<file path="config.mk">
export PLATFORM = sky130hd
export DESIGN_NAME = unaligned_merge
export DESIGN_NICKNAME = d
export VERILOG_FILES = /design/src/rtl/unaligned_merge.sv
export SDC_FILE = /design/constraint.sdc
export NUM_CORES = 1
export LEC_CHECK = 0
export BUFFER_PORTS_ARGS = -buffer_cell sky130_fd_sc_hd__buf_4
export CORE_MARGIN = 8
export CORE_UTILIZATION = 45
export DETAILED_ROUTE_END_ITERATION = 7
export PLACE_DENSITY = 0.91
export SLEW_MARGIN = 40
export SYNTH_ARGS = -nofsm -noshare
export SYNTH_HDL_FRONTEND = slang
export SYNTH_SLANG_ARGS = --single-unit
</file>
<file path="constraint.sdc">
create_clock -name clk -period 3.05 [get_ports clk]
set_input_delay 0 -clock clk [delete_from_list [all_inputs] [get_ports clk]]
set_output_delay 0 -clock clk [all_outputs]
set_load 0.005 [all_outputs]
</file>
<file path="src/rtl/unaligned_merge.sv">
module unaligned_merge #(
  parameter int ADDR_W = 32,
  parameter int DATA_W = 32,
  parameter int REG_AW = 5
) (
  input  logic              clk,
  input  logic              rst_n,
  input  logic              req_valid,
  input  logic              req_right,
  input  logic [ADDR_W-1:0] req_addr,
  input  logic [REG_AW-1:0] req_rd,
  input  logic [DATA_W-1:0] mem_word,
  input  logic [DATA_W-1:0] rf_data,
  input  logic              pend_valid,
  input  logic [REG_AW-1:0] pend_rd,
  input  logic [DATA_W-1:0] pend_data,
  output logic              out_valid,
  output logic [REG_AW-1:0] out_rd,
  output logic [DATA_W-1:0] out_data
);

  localparam int BYTES = DATA_W / 8;
  localparam int OFF_W = $clog2(BYTES);

  logic [OFF_W-1:0]  off;
  logic [DATA_W-1:0] old_val;
  logic [DATA_W-1:0] merged;
  logic              fwd_hit;
  logic              unused_hi;

  assign off       = req_addr[OFF_W-1:0];
  assign unused_hi = ^req_addr[ADDR_W-1:OFF_W];
  assign fwd_hit   = pend_valid && (pend_rd == req_rd);
  assign old_val   = fwd_hit ? pend_data : rf_data;

  for (genvar b = 0; b < BYTES; b++) begin : g_lane
    logic [7:0] lft [BYTES];
    logic [7:0] rgt [BYTES];
    for (genvar o = 0; o < BYTES; o++) begin : g_off
      if (b >= BYTES - 1 - o) begin : g_lm
        assign lft[o] = mem_word[(b - (BYTES - 1 - o))*8 +: 8];
      end else begin : g_lo
        assign lft[o] = old_val[b*8 +: 8];
      end
      if (b + o <= BYTES - 1) begin : g_rm
        assign rgt[o] = mem_word[(b + o)*8 +: 8];
      end else begin : g_ro
        assign rgt[o] = old_val[b*8 +: 8];
      end
    end
    assign merged[b*8 +: 8] = req_right ? rgt[off] : lft[off];
  end

  always_ff @(posedge clk) begin
    if (!rst_n) begin
      out_valid <= 1'b0;
      out_rd    <= '0;
      out_data  <= '0;
    end else begin
      out_valid <= req_valid;
      if (req_valid) begin
        out_rd   <= req_rd;
        out_data <= (req_rd == '0) ? '0 : merged;
      end
    end
  end

endmodule


</file>
## Word-level counts from Yosys, hierarchy flattened

Cells that the tools add are included.

- Register bits after elaboration: 38
- Input port bits: 143
- Output and inout bits: 38
- Word-level logic and storage cells: 35

- $lt $le $gt $ge: 1
- Equal/unequal tests: 1
- Mux-type cells: 27
- Bitwise logic cells: 1
- Reductions and logical operators: 2

Operator list:

| cell | count |
|---|---|
| $mux 8 | 18 |
| $bmux 8 s2 | 7 |
| $mux 32 | 2 |
| $eq 5x5->1 | 1 |
| $logic_not 5->1 | 1 |
| $ge 3x3->1 const B | 1 |
| $not 2->3 | 1 |
| $logic_and 1x1->1 | 1 |

## Longest topological paths before layout

- Word-level depth: 8
- Mapped depth: 8
- Gate-level depth less buffers: 5

## Least setup slack after synthesis

OpenSTA, ideal clock, no wires.

- Path type: input -> register
- Start: in req_rd[0]
- End: reg out_data[15]
- Setup time: 117 ps
- Data arrival time: 1,274 ps
- Required time: 2,933 ps
- Slack: 1,659 ps
- Stages: 6
- Buffers on the path: 1
- Cell sequence: xor2_1 > nor4_2 > and2_1 > buf_6 > mux2_4 > a32o_1

- Cells in the longest elaborated chain, start to end: 8
- Elaborated cells between the ends (all ways): 12
- Classes of those cells: 1 x eq/ne; 9 x mux; 2 x reduce/logical

Ends and longest elaborated chain:

| element | RTL line | source |
|---|---|---|
| start: declaration | 11 | `input logic [REG_AW-1:0] req_rd,` |
| $eq 5x5->1 | 33 | `assign fwd_hit = pend_valid && (pend_rd == req_rd);` |
| $logic_and 1x1->1 | 33 |  |
| $mux 32 | 34 | `assign old_val = fwd_hit ? pend_data : rf_data;` |
| $bmux 8 s2 | 51 | `assign merged[b*8 +: 8] = req_right ? rgt[off] : lft[off];` |
| $mux 8 (implied by the code) (2 in series) | 51 |  |
| $mux 8 | 51 |  |
| $mux 32 (*) | 63 | `out_data <= (req_rd == '0) ? '0 : merged;` |
| end signal: assignment | 63 |  |
| end: declaration | 19 | `output logic [DATA_W-1:0] out_data` |

Every way passes the cells marked *; elsewhere a longest branch is shown, timed or not. The select of a mux whose other input is x is not followed.
A chain may end at the register's enable or synchronous reset.

## Worst setup path in the final report

- Start: in req_rd[0]
- End: reg out_data[6]

Same word-level chain as after synthesis.

==> flow_metrics.env <==
export IMPL_arrival_ns=2.42
export IMPL_yosysSeqAreaShare=0.2131
export IMPL_p_sw_mw=0.5207
export IMPL_cts_setup_buffers=0
export IMPL_rsz0062_at_grt="false"
export IMPL_async_flop_share=0
export IMPL_clock_skew_ns=0
export IMPL_grt_max_degree=71
export IMPL_finalSetupViolations=0
export IMPL_vias=4258
export IMPL_synth_seq_cells=38
export IMPL_power_share_switching=0.3402
export IMPL_core_area_um2=7727
export IMPL_clkSinkCount=38
export IMPL_p_leak_nw=2.146
export IMPL_max_vdd_ir_drop_v=0.0001952
export IMPL_synth_cells=459
export IMPL_comb_power_share=0.384
export IMPL_drive_above_1_share=0.3169
export IMPL_syn_area_per_cell_um2=7.777
export IMPL_drt_iter0_markers=563
export IMPL_crit_type="in -> reg"
export IMPL_grt_total_usage=0.2314
export IMPL_synth_most_common_cell="mux2i_1"
export IMPL_final_area_um2=4795
export IMPL_timing_final_crit_share=0.7438
export IMPL_min_path_cells=3
export IMPL_finish_net_count=729
export IMPL_antenna_found_initial=1
export IMPL_start_kind="input port"
export IMPL_routed_wirelength_mm=13.71
export IMPL_via_per_inst=6.171
export IMPL_holdBufCountCts=4
export IMPL_fp_dieArea_um2=11040
export IMPL_slew_headroom=0.5402
export IMPL_cpMaxStageDelayCell="dlygate4sd3_1"
export IMPL_numCtsBuffers=5
export IMPL_maxCapViolCount=0
export IMPL_place_congestion=0.9386
export IMPL_max_stage_delay_ns=0.56
export IMPL_whs_ns=-0.002391
export IMPL_stdcell_count=690
export IMPL_ys_types=53
export IMPL_detailed_place_hpwl_mm=10.17
export IMPL_post_drt_wl_per_cell_um=19.87
export IMPL_status="finished with violations"
export IMPL_synth_top_cells_by_count="mux2i_1, nand2_1, a21oi_1"
export IMPL_power_share_clock=0.252
export IMPL_areaGrowthSynthToFinish_pct=34.31
export IMPL_tns_ns=0
export IMPL_cts_reportedPaths_clkPinSlew_ns=0.09
export IMPL_place_ws_ns=1.050
export IMPL_power_density_nw_per_um2=319.3
export IMPL_synth_edf_count=0
export IMPL_worst_pin_slew_ns=0.6811
export IMPL_cts_tree="yes"
export IMPL_required_ns=3.20
export IMPL_grt_pass1_wl_mm=21.33
export IMPL_yosys_most_used_dff="dfxtp_1"
export IMPL_critPathCaptureType="flop"
export IMPL_drv_slew=0
export IMPL_clockRootBuffer="clkbuf_8"
export IMPL_yosys_top_cells_area="dfxtp_1, mux2i_1, a21oi_1, o21ai_0, nand2_1"
export IMPL_ioPinCount=181
export IMPL_dieWidth_um=105.1
export IMPL_dr_pass1_iters=8
export IMPL_hold_path_class="in -> reg"
export IMPL_fp_row_count=32
export IMPL_grt_overflow_total=0
export IMPL_fmax_mhz=440.8
export IMPL_cts_path_max_buffers=2
export IMPL_rr_worst_depth=4
export IMPL_syn_cell_area_um2=3570
export IMPL_ant_nets=0
export IMPL_clock_latency_ns=0.29
export IMPL_postPlaceCellArea_um2=4657
export IMPL_synth_fp_nets=602
export IMPL_dpl_cell_count=677
export IMPL_period_needed_ns=2.269
export IMPL_grt_pass1_vias=4297
export IMPL_start_util=0.4619
export IMPL_p_int_mw=1.010
export IMPL_cts_resized=0
export IMPL_failed_checks="design-rule violations, negative hold slack"
export IMPL_yosysWarnings=0
export IMPL_pwr_share_seq=0.364
export IMPL_placement_io_buffers=150
export IMPL_yosysTopAreaCell="dfxtp_1"
export IMPL_crit_chain="dlygate4sd3_1 -> buf_4 -> or4_4 -> o21ai_4 -> nor2_4 -> o311ai_0 -> o21ai_0"
export IMPL_path_max_fanout=18
export IMPL_hold_viol_final=1
export IMPL_drc=18
export IMPL_dieHeight_um=105.1
export IMPL_synth_top_area_share=0.2131
export IMPL_htreeDepth=2
export IMPL_worst_slack_ns=0.7814
-- power groups by stage --
stage / Combinational, mW / Sequential [mW] / Clock [mW]
finish: 0.588 / 0.557 / 0.386
detailed placement: 0.575 / 0.568 / 0
global route: 0.634 / 0.561 / 0.408
floorplan: 0.307 / 0.569 / 0
CTS: 0.580 / 0.557 / 0.382
global placement: 0.559 / 0.566 / 0
-- logic make-up after synthesis --
family | count (synthesis) | synth area share
buf+inv | 54 | 0.07606
flops | 38 | 0.2131
xor+xnor | 5 | 0.01227
mux | 67 | 0.1917
simple gates | 120 | 0.1665
compound gates | 175 | 0.3404
-- registers in the layout, indices dropped and copies added (netlist names) --
| signal | cells |
|---|---|
| out_rd | 5 |
| out_data | 32 |
| out_valid | 1 |
-- worst paths after layout --
path | slack [ns] | startpoint | to
setup / recovery | 0.78 | req_rd[0] | out_data[6]
hold / removal | -0.002 | req_rd[4] | out_rd[4]
setup reg to reg | 2.13 | out_data[27] | out_data[27]
hold reg to reg | 0.47 | out_data[11] | out_data[11]
-- layout make-up --
type	instances	area, um2
diodes	1	2.502
multi-input cells	367	2537
well taps	102	127.6
flip-flops and latches	38	760.7
clock inverters	2	12.51
repair buffers	162	1226
inverters	12	45.04
clock buffers	6	82.58
fillers	678	2933
-- cells in the final DEF (no fill, tap or decap), types with 14 or more instances in the layout --
| cell type | count |
|---|---|
| a21oi_1 | 43 |
| nor2_1 | 29 |
| buf_4 | 158 |
| nand2b_1 | 17 |
| o21ai_0 | 35 |
| dfxtp_1 | 38 |
| a221oi_1 | 14 |
| a211o_1 | 14 |
| mux2i_1 | 59 |
| nand2_1 | 44 |
-- worst max-delay path, delay by kind of cell --
kind                   cells  cell delay, ns
and+or+nand+nor            2            0.77
buffers and inverters      2            0.71
AOI/OAI and AO/OA          3            0.94
-- per-stage QoR --
| step | total power [mW] | utilization |
|---|---|---|
| after floorplan | 0.8764 | - |
| after global placement | 1.125 | 0.6027 |
| after detailed placement | 1.143 | 0.6027 |
| after CTS | 1.520 | 0.6201 |
| after global routing | 1.604 | 0.6205 |
| final | 1.531 | 0.6205 |
-- layer usage --
| layer | wire length, um | GRT usage | vias to the layer above |
|---|---|---|---|
| met1 | 5280 | 0.2681 | 1958 |
| met3 | 1401 | 0.06695 | 48 |
| met5 | 0 | 0 | - |
| met4 | 595 | 0.1121 | 0 |
| met2 | 6437 | 0.3828 | 270 |
| li1 | - | - | 1982 |
Power figures use the tool's default switching activity.
